**config.mk**
```make
export PLATFORM = sky130hd
export DESIGN_NAME = adc_ctl
export DESIGN_NICKNAME = d
export VERILOG_FILES = /design/src/rtl/adc_ctl_pkg.sv /design/src/rtl/adc_ctl_clkdiv.sv /design/src/rtl/adc_ctl_seq.sv /design/src/rtl/adc_ctl.sv
export SDC_FILE = /design/constraint.sdc
export NUM_CORES = 1
export LEC_CHECK = 0
export CORE_MARGIN = 1
export CORE_UTILIZATION = 56
export DETAILED_ROUTE_END_ITERATION = 7
export PLACE_DENSITY = 0.95
export RECOVER_POWER = 100
export SLEW_MARGIN = 40
export SYNTH_ARGS = -nofsm -noshare
export SYNTH_HDL_FRONTEND = slang
export SYNTH_SLANG_ARGS = --single-unit
```
**constraint.sdc**
```tcl
create_clock -name clk -period 4.04 [get_ports clk]
set_clock_uncertainty 0.2 [all_clocks]
set_input_delay 0.808 -clock clk [delete_from_list [all_inputs] [get_ports clk]]
set_output_delay 0.808 -clock clk [all_outputs]
set_load 0.01 [all_outputs]
```
**src/rtl/adc_ctl_pkg.sv**
```systemverilog
package adc_ctl_pkg;

    localparam int DATA_W  = 12;
    localparam int NUM_ENG = 3;
    localparam int NUM_IRQ = 5;
    localparam int DIV_LSB = 5;
    localparam int DIV_W   = 4;
    localparam int RNG_BIT = 4;

    localparam logic [31:0] CFG_WMASK = 32'hC007_FDF0;

    // word indices of the register map
    localparam logic [3:0] W_EN   = 4'd0;
    localparam logic [3:0] W_CFG  = 4'd1;
    localparam logic [3:0] W_MSK  = 4'd2;
    localparam logic [3:0] W_STS  = 4'd3;
    localparam logic [3:0] W_SAME = 4'd4;
    localparam logic [3:0] W_WAIT = 4'd5;
    localparam logic [3:0] W_TCH  = 4'd6;
    localparam logic [3:0] W_BAT  = 4'd7;
    localparam logic [3:0] W_AUX  = 4'd8;

    typedef enum logic [1:0] {
        ENG_AUX = 2'd0,
        ENG_BAT = 2'd1,
        ENG_TCH = 2'd2
    } eng_e;

    typedef enum logic {
        SQ_IDLE = 1'b0,
        SQ_CONV = 1'b1
    } seq_e;

    typedef struct packed {
        logic              flag;
        logic [DATA_W-1:0] val;
    } sample_t;

    function automatic eng_e pick_eng(input logic [NUM_ENG-1:0] en);
        if (en[ENG_TCH])      return ENG_TCH;
        else if (en[ENG_BAT]) return ENG_BAT;
        else                  return ENG_AUX;
    endfunction

    function automatic logic [31:0] lane_merge(input logic [31:0] old,
                                               input logic [31:0] nw,
                                               input logic [3:0]  be);
        logic [31:0] r;
        for (int i = 0; i < 4; i++)
            r[i*8 +: 8] = be[i] ? nw[i*8 +: 8] : old[i*8 +: 8];
        return r;
    endfunction

    function automatic logic [31:0] pack_touch(input sample_t s0, input sample_t s1);
        logic [31:0] r;
        r = '0;
        r[DATA_W-1:0]      = s0.val;
        r[15]              = s0.flag;
        r[16 +: DATA_W]    = s1.val;
        r[31]              = s1.flag;
        return r;
    endfunction

endpackage

```
**src/rtl/adc_ctl_clkdiv.sv**
```systemverilog
module adc_ctl_clkdiv
    import adc_ctl_pkg::*;
#(
    parameter int W = DIV_W
) (
    input  logic         clk,
    input  logic         rst,
    input  logic [W-1:0] div,
    output logic         tick
);
    logic [W-1:0] cnt_q;

    assign tick = (cnt_q >= div);

    always_ff @(posedge clk) begin
        if (rst)       cnt_q <= '0;
        else if (tick) cnt_q <= '0;
        else           cnt_q <= cnt_q + 1'b1;
    end

    // with a nonzero, unchanged ratio two ticks never touch
    p_tick_gap_r10: assert property (@(posedge clk) disable iff (rst)
        (tick && div != '0 && $stable(div)) |=> !tick);
endmodule

```
**src/rtl/adc_ctl_seq.sv**
```systemverilog
module adc_ctl_seq
    import adc_ctl_pkg::*;
(
    input  logic               clk,
    input  logic               rst,
    input  logic [NUM_ENG-1:0] en,
    input  logic               cnv_done,
    output logic               cnv_req,
    output eng_e               cur_eng,
    output logic               acc,
    output logic               acc_second,
    output logic               fin
);
    seq_e st_q;
    eng_e cur_q;
    logic half_q;

    assign cur_eng    = cur_q;
    assign cnv_req    = (st_q == SQ_CONV) && en[cur_q];
    assign acc        = cnv_req && cnv_done;
    assign acc_second = half_q;
    assign fin        = acc && !((cur_q == ENG_TCH) && !half_q);

    always_ff @(posedge clk) begin
        if (rst) begin
            st_q   <= SQ_IDLE;
            cur_q  <= ENG_AUX;
            half_q <= 1'b0;
        end else begin
            case (st_q)
                SQ_IDLE: begin
                    if (|en) begin
                        cur_q  <= pick_eng(en);
                        half_q <= 1'b0;
                        st_q   <= SQ_CONV;
                    end
                end
                default: begin
                    if (!en[cur_q])  st_q <= SQ_IDLE;
                    else if (fin)    st_q <= SQ_IDLE;
                    else if (acc)    half_q <= 1'b1;
                end
            endcase
        end
    end

    // an armed touch engine always wins the next selection
    p_touch_first_r4: assert property (@(posedge clk) disable iff (rst)
        (st_q == SQ_IDLE && en[ENG_TCH]) |=> (cur_q == ENG_TCH));
endmodule

```
**src/rtl/adc_ctl.sv**
```systemverilog
module adc_ctl
    import adc_ctl_pkg::*;
#(
    parameter int SAME_W = 16,
    parameter int WAIT_W = 16
) (
    input  logic        clk,
    input  logic        rst,
    input  logic        bus_sel,
    input  logic        bus_wr,
    input  logic [5:0]  bus_addr,
    input  logic [3:0]  bus_be,
    input  logic [31:0] bus_wdata,
    output logic [31:0] bus_rdata,
    input  logic        pen_down,
    input  logic        pen_up,
    output logic        cnv_req,
    output logic [1:0]  cnv_sel,
    output logic        cnv_tick,
    output logic        rng_2v5,
    input  logic        cnv_done,
    input  logic [11:0] cnv_data,
    input  logic        cnv_flag,
    output logic        irq
);
    logic [NUM_ENG-1:0] en_q;
    logic [31:0]        cfg_q;
    logic [NUM_IRQ-1:0] msk_q, sts_q;
    logic [SAME_W-1:0]  same_q;
    logic [WAIT_W-1:0]  wait_q;
    sample_t            tch0_q, tch1_q;
    logic [DATA_W-1:0]  bat_q, aux_q;

    eng_e               cur;
    logic               acc, acc_second, fin;
    logic [NUM_ENG-1:0] fin_vec;
    logic [NUM_IRQ-1:0] set_vec, clr_vec;
    logic [3:0]         widx;
    logic               wr_any, wr_en, wr_cfg, wr_msk, wr_sts, wr_same, wr_wait;
    logic [31:0]        cfg_m;

    assign widx    = bus_addr[5:2];
    assign wr_any  = bus_sel && bus_wr;
    assign wr_en   = wr_any && widx == W_EN   && bus_be[0];
    assign wr_cfg  = wr_any && widx == W_CFG;
    assign wr_msk  = wr_any && widx == W_MSK  && bus_be[0];
    assign wr_sts  = wr_any && widx == W_STS  && bus_be[0];
    assign wr_same = wr_any && widx == W_SAME;
    assign wr_wait = wr_any && widx == W_WAIT;

    adc_ctl_seq u_seq (
        .clk        (clk),
        .rst        (rst),
        .en         (en_q),
        .cnv_done   (cnv_done),
        .cnv_req    (cnv_req),
        .cur_eng    (cur),
        .acc        (acc),
        .acc_second (acc_second),
        .fin        (fin)
    );

    adc_ctl_clkdiv #(.W(DIV_W)) u_div (
        .clk  (clk),
        .rst  (rst),
        .div  (cfg_q[DIV_LSB +: DIV_W]),
        .tick (cnv_tick)
    );

    assign cnv_sel = cur;
    assign rng_2v5 = cfg_q[RNG_BIT];

    always_comb begin
        fin_vec = '0;
        if (fin) fin_vec[cur] = 1'b1;
        set_vec = {pen_down, pen_up, fin_vec};
        clr_vec = wr_sts ? bus_wdata[NUM_IRQ-1:0] : '0;
        cfg_m   = lane_merge(cfg_q, bus_wdata, bus_be) & CFG_WMASK;
    end

    // engine enables: a register write overrides hardware self-clear
    always_ff @(posedge clk) begin
        if (rst)        en_q <= '0;
        else if (wr_en) en_q <= bus_wdata[NUM_ENG-1:0];
        else            en_q <= en_q & ~fin_vec;
    end

    always_ff @(posedge clk) begin
        if (rst) begin
            cfg_q  <= '0;
            msk_q  <= '1;
            sts_q  <= '0;
            same_q <= '0;
            wait_q <= '0;
        end else begin
            if (wr_cfg) cfg_q <= cfg_m;
            if (wr_msk) msk_q <= bus_wdata[NUM_IRQ-1:0];
            sts_q <= (sts_q & ~clr_vec) | set_vec;
            if (wr_same)
                same_q <= SAME_W'(lane_merge(32'(same_q), bus_wdata, bus_be));
            if (wr_wait)
                wait_q <= WAIT_W'(lane_merge(32'(wait_q), bus_wdata, bus_be));
        end
    end

    // result capture
    always_ff @(posedge clk) begin
        if (rst) begin
            tch0_q <= '0;
            tch1_q <= '0;
            bat_q  <= '0;
            aux_q  <= '0;
        end else if (acc) begin
            case (cur)
                ENG_TCH: begin
                    if (acc_second) tch1_q <= '{flag: cnv_flag, val: cnv_data};
                    else            tch0_q <= '{flag: cnv_flag, val: cnv_data};
                end
                ENG_BAT: bat_q <= cnv_data;
                default: aux_q <= cnv_data;
            endcase
        end
    end

    assign irq = |(sts_q & ~msk_q);

    always_comb begin
        case (widx)
            W_EN:    bus_rdata = 32'(en_q);
            W_CFG:   bus_rdata = cfg_q;
            W_MSK:   bus_rdata = 32'(msk_q);
            W_STS:   bus_rdata = 32'(sts_q);
            W_SAME:  bus_rdata = 32'(same_q);
            W_WAIT:  bus_rdata = 32'(wait_q);
            W_TCH:   bus_rdata = pack_touch(tch0_q, tch1_q);
            W_BAT:   bus_rdata = 32'(bat_q);
            W_AUX:   bus_rdata = 32'(aux_q);
            default: bus_rdata = '0;
        endcase
    end

    // a finished engine is disarmed unless software rewrote the enables
    p_selfclear_r5: assert property (@(posedge clk) disable iff (rst)
        (fin && !wr_en) |=> ((en_q & $past(fin_vec)) == '0));

    // completion raises its pending flag regardless of the mask
    p_pending_r8: assert property (@(posedge clk) disable iff (rst)
        fin |=> ((sts_q & NUM_IRQ'($past(fin_vec))) == NUM_IRQ'($past(fin_vec))));

    // clearing the engine in service withdraws the request
    p_abort_r9: assert property (@(posedge clk) disable iff (rst)
        (wr_en && cnv_req && !bus_wdata[cnv_sel]) |=> !cnv_req);
endmodule

```
# Word-level counts from Yosys, hierarchy flattened
# Index checks and enable logic that the tools add are counted.
dict set report totals {
  register_bits 119
}
dict set report classes {
  eq_ne 13
  order_cmp 3
  n_reduce_logical 37
  bitwise_logic 10
  addsub 1
  n_mux 19
}
# op n
set op_table {}
lappend op_table {{$pmux 32 s9} 1}
lappend op_table {{$reduce_and 2->1} 11}
lappend op_table {{$eq 4x3->1 const B} 4}
lappend op_table {{$logic_and 1x1->1} 15}
lappend op_table {{$mux 1} 12}
lappend op_table {{$and 5x5->5} 2}
lappend op_table {{$not 5->5} 2}
lappend op_table {{$eq 4x2->1 const B} 2}
lappend op_table {{$mux 3} 2}
lappend op_table {{$reduce_and 3->1} 2}
lappend op_table {{$mux 5} 1}
lappend op_table {{$or 5x5->5} 1}
lappend op_table {{$reduce_or 5->1} 1}
lappend op_table {{$add 4x1->4 const B} 1}
lappend op_table {{$eq 4x1->1 const B} 1}
lappend op_table {{$eq 4x4->1 const B} 1}
lappend op_table {{$ge 4x4->1} 1}
lappend op_table {{$logic_not 4->1} 1}
lappend op_table {{$ne 2x2->1 const B} 2}
lappend op_table {{$reduce_and 4->1} 1}
lappend op_table {{$reduce_or 2->1} 2}
lappend op_table {{$and 3x3->3} 1}
lappend op_table {{$lt 2x3->1 const B} 1}
lappend op_table {{$not 1->1} 3}
lappend op_table {{other kinds (11)} 12}

# Longest topological paths before layout
dict set report logic_depth {
  ltp_word 9
  ltp_mapped 7
  mapped_depth_nobuf 6
}

# Cells and area by module
# A second synthesis with hierarchy kept.
dict set report hier_totals {
  hier_cells 716
  hier_area_um2 5795.6
}
# module area_each_um2 cells_each seq_area_each_um2 n_inst
set by_module_without_submodules {}
lappend by_module_without_submodules {adc_ctl 5328.9 661 2222.1 1}
lappend by_module_without_submodules {adc_ctl_clkdiv 240.2 27 80.1 1}
lappend by_module_without_submodules {adc_ctl_seq 226.5 28 80.1 1}

# Worst setup path before layout
# No wires, ideal clock.
dict set report synth_timing {
  path_kind {input to output}
  startpoint {input bus_addr[4]}
  endpoint {output bus_rdata[1]}
  t_arrival_ns 1.897
  setup_slack_ns 1.135
  required_ns 3.032
  path_stages 5
  path_cell_list {buf_4 > clkbuf_1 > mux2_2 > a22oi_1 > nand3_1}
}
dict set report synth_via {
  elab_chain_len 2
  elab_cells_between_ends 10
}
# item line_no
set synth_rtl {}
lappend synth_rtl {{from (decl)} adc_ctl.sv:11} ;# input logic [5:0] bus_addr,
lappend synth_rtl {{$eq 4x4->1, or another cell as far along} adc_ctl.sv:128} ;# case (widx)
lappend synth_rtl {{$pmux 32 s9 *} adc_ctl.sv:128}
lappend synth_rtl {{to (decl)} adc_ctl.sv:14} ;# output logic [31:0] bus_rdata,
# Mark *: on every way between the ends. The rest lies on a longest branch, timed or not.

# Final worst setup path
dict set report layout_timing {
  startpoint {input bus_addr[2]}
  endpoint {output bus_rdata[4]}
}
# The elaborated chain is that of the path after synthesis.

==> results.cfg <==
[run_status]
status = complete, but fails checks
violations = max-capacitance violations, max-slew violations

[placement]
place_inst = 769
gp_congestion = 0.871
dp_hpwl_mm = 10.1
port_buffers = 84

[worst_setup_path]
crit_slowest_cell = clkdlybuf4s50_1
worstPathMaxFanout = 9
path_cells = clkdlybuf4s50_1 > and2_1 > nor2b_1 > buf_4 > a222oi_1 > nand3_1 > clkdlybuf4s50_1
max_stage_delay_ps = 530
worstReg2RegStart = u_seq.cur_eng[0]
cp_common_cell = clkdlybuf4s50_1
cp_data_required_time_ps = 3030
r2r-end = tch0_q[12]
worstPathArrival_ps = 3000
crit_type = primary input to primary output
worstSetupEndpoint = bus_rdata[4]
ff2ff_path_depth = 5
rrSetupSlack_ps = 1170
cp-end-kind = primary output
start_kind = primary input
crit_start = bus_addr[2]

[worst_hold_path]
hold_path_class = flip-flop to flip-flop

[sta]
setup_tns_ps = 0
hold_viol_final = 0
hold-worst-slack_ps = 262
max_slew.worst_pin.slew_ps = 2880
finalCritPeriodShare_pct = 99.2
setup_viol = 0
maxSlewViolCount = 63
fin_crit_ps = 4010
max_freq_mhz = 249
max_slew_margin_pct = -91.9

[final_layout]
final_nets = 729
drive_gt1_share_pct = 8.94
area_delta_synth_final_pct = 28.8
insertedDiodeCount = 0
stdcell_count = 800
final_core_util_pct = 75.1

[pwr]
total_power_w = 0.00286
p_leak_nw = 2.91
ir_drop_mv = 0.270
power_density_mw_per_mm2 = 408

[synth]
netlist_area_mm2 = 0.00544
ys_ff_latch = 119
synth_area_per_cell_um2 = 9.50
synth_ff_type = dfxtp_1
synth_cell_types = 57
async_reset_ff_share_pct = 0
synthCells = 573
ys_seq_area_share_pct = 43.8
yosys_warnings = 0
synth_edf_count = 0

[clock_network]
cts.reportedPaths.clkPinSlew_ps = 50
post_cts_buffers = 0
insertion_delay_ps = 530
cts_tree = built
htree_levels = 4
cts_root_buffer = clkbuf_8
clk_path_buf_depth = 2
numCtsBuffers = 17
cts.sinks = 119
hold_buffers = 0

[die]
boundaryPins = 100
die_area_mm2 = 0.0101
die_h_um = 101
die_x_um = 101
coreArea_mm2 = 0.00933
fp-row-count = 35
initial_core_util_pct = 58.4

[routing]
drtIter0Drc = 723
post_drt_wl_per_cell_um = 21.0
drc = 0
drt_first_pass_iters = 7
vias_per_cell = 6.28
ant_nets = 0
vias = 5026
wirelength_mm = 16.8

[global_routing]
first_global_vias = 4831
grt_max_degree = 63
antenna_found_initial = 0
grt_first_pass_wirelength_mm = 25.9
track_usage_pct = 34.1
overflow = 0

[job]
cap_violations = 1
==> sequential cells by signal (all words and copies together), names as in the netlist, 2 cells and up <==
name / cells
aux_q: 12
wait_q: 16
u_seq.cur_eng: 2
tch1_q: 13
en_q: 3
bat_q: 12
tch0_q: 13
same_q: 16
sts_q: 5
cfg_q: 16
u_div.cnt_q: 4
msk_q: 5
==> cells by family after synthesis <==
family                   Yosys count  synth area share, %
AND/OR/NAND/NOR                  202                 18.3
flip-flops                       119                 43.8
multiplexers                     107                 19.7
AO/OA/AOI/OAI                     75                 10.7
buffers and inverters             59                 5.26
adder cells (fa/ha/maj)            8                 1.84
XOR/XNOR                           2                0.322
other                              1               0.0689
==> repair_timing <==
action | CTS | global route
resized for setup | 0 | 2
hold endpoints to repair | 0 | 0
setup endpoints to repair | 0 | 11
==> where the power goes <==
group | switching (W) | internal, W
clock | 0.000530 | 0.000983
combinational | 0.0000916 | 0.0000761
sequential | 0.00000337 | 0.00118
total | 0.000625 | 0.00224
==> area by class of cell <==
class                           instances  area [um2]
Inverter                               16        61.3
Fill cell                             600        2320
Clock buffer                           23         467
Clock inverter                          8         121
Multi-Input combinational cell        396        2780
Sequential cell                       119        2380
Tap cell                              129         161
Timing Repair Buffer                  109        1040
==> layout by cell type, fill, tap and decap left out, types with 9 or more instances in the layout <==
cell type | netlist | layout
a21oi_1 | 17 | 17
a222oi_1 | 13 | 13
a22o_1 | 9 | 9
a22oi_1 | 10 | 10
and2_1 | 14 | 14
buf_4 | 8 | 20
clkbuf_16 | 0 | 16
clkdlybuf4s50_1 | 0 | 75
dfxtp_1 | 119 | 119
inv_1 | 15 | 15
mux2i_1 | 104 | 104
nand2_1 | 83 | 83
nor2_1 | 53 | 53
==> synthesized netlist by cell type (all sizes together), types with 5 or more instances <==
cell type / instances / area [um2]
dfxtp: 119 / 2380
o21ai: 5 / 25.0
nor3: 5 / 25.0
nand3b: 6 / 45.0
ha: 8 / 100
a21oi: 17 / 85.1
a221oi: 5 / 43.8
clkbuf: 20 / 75.1
nand3: 8 / 45.0
buf: 23 / 151
nand2: 83 / 312
inv: 16 / 60.1
a22oi: 10 / 75.1
a22o: 9 / 78.8
nor3b: 5 / 37.5
and2: 15 / 93.8
mux2i: 104 / 1040
nand2b: 6 / 37.5
nor2: 53 / 199
a222oi: 13 / 130
==> layer usage <==
metal,up-vias,wire length [um],global-route usage [%],share of wire [%]
met5,-,0,0,0
met4,0,609,16.4,3.6
met3,68,1690,8.39,10
met2,372,7830,54.7,47
met1,2387,6690,43.2,40
li1,2199,-,-,-
==> worst min path at each step <==
stage	from	end	slack, ps	depth (start not counted)
6_report	tch1_q[3]	tch1_q[3]	260	2
5_1_grt	tch1_q[7]	tch1_q[7]	280	2
4_1_cts	tch1_q[7]	tch1_q[7]	270	2
3_5_place_dp	tch1_q[5]	tch1_q[5]	250	2
3_3_place_gp	tch0_q[7]	tch0_q[7]	240	2
2_1_floorplan	tch0_q[1]	tch0_q[1]	230	2
==> critical path: cells and delay by family <==
family | cells | cell delay (ps)
and+or+nand+nor | 3 | 560
AOI/OAI and AO/OA | 1 | 420
buffers and inverters | 3 | 1210
==> stage by stage <==
step	setup slack (ps)	area, um2
global placement	123	6450
global route	-13.7	7010
detailed placement	62.7	6450
finish	30.3	7010
floorplan	1140	5450
CTS	31.4	7030
Note: power is estimated with default switching activity, not from simulation.
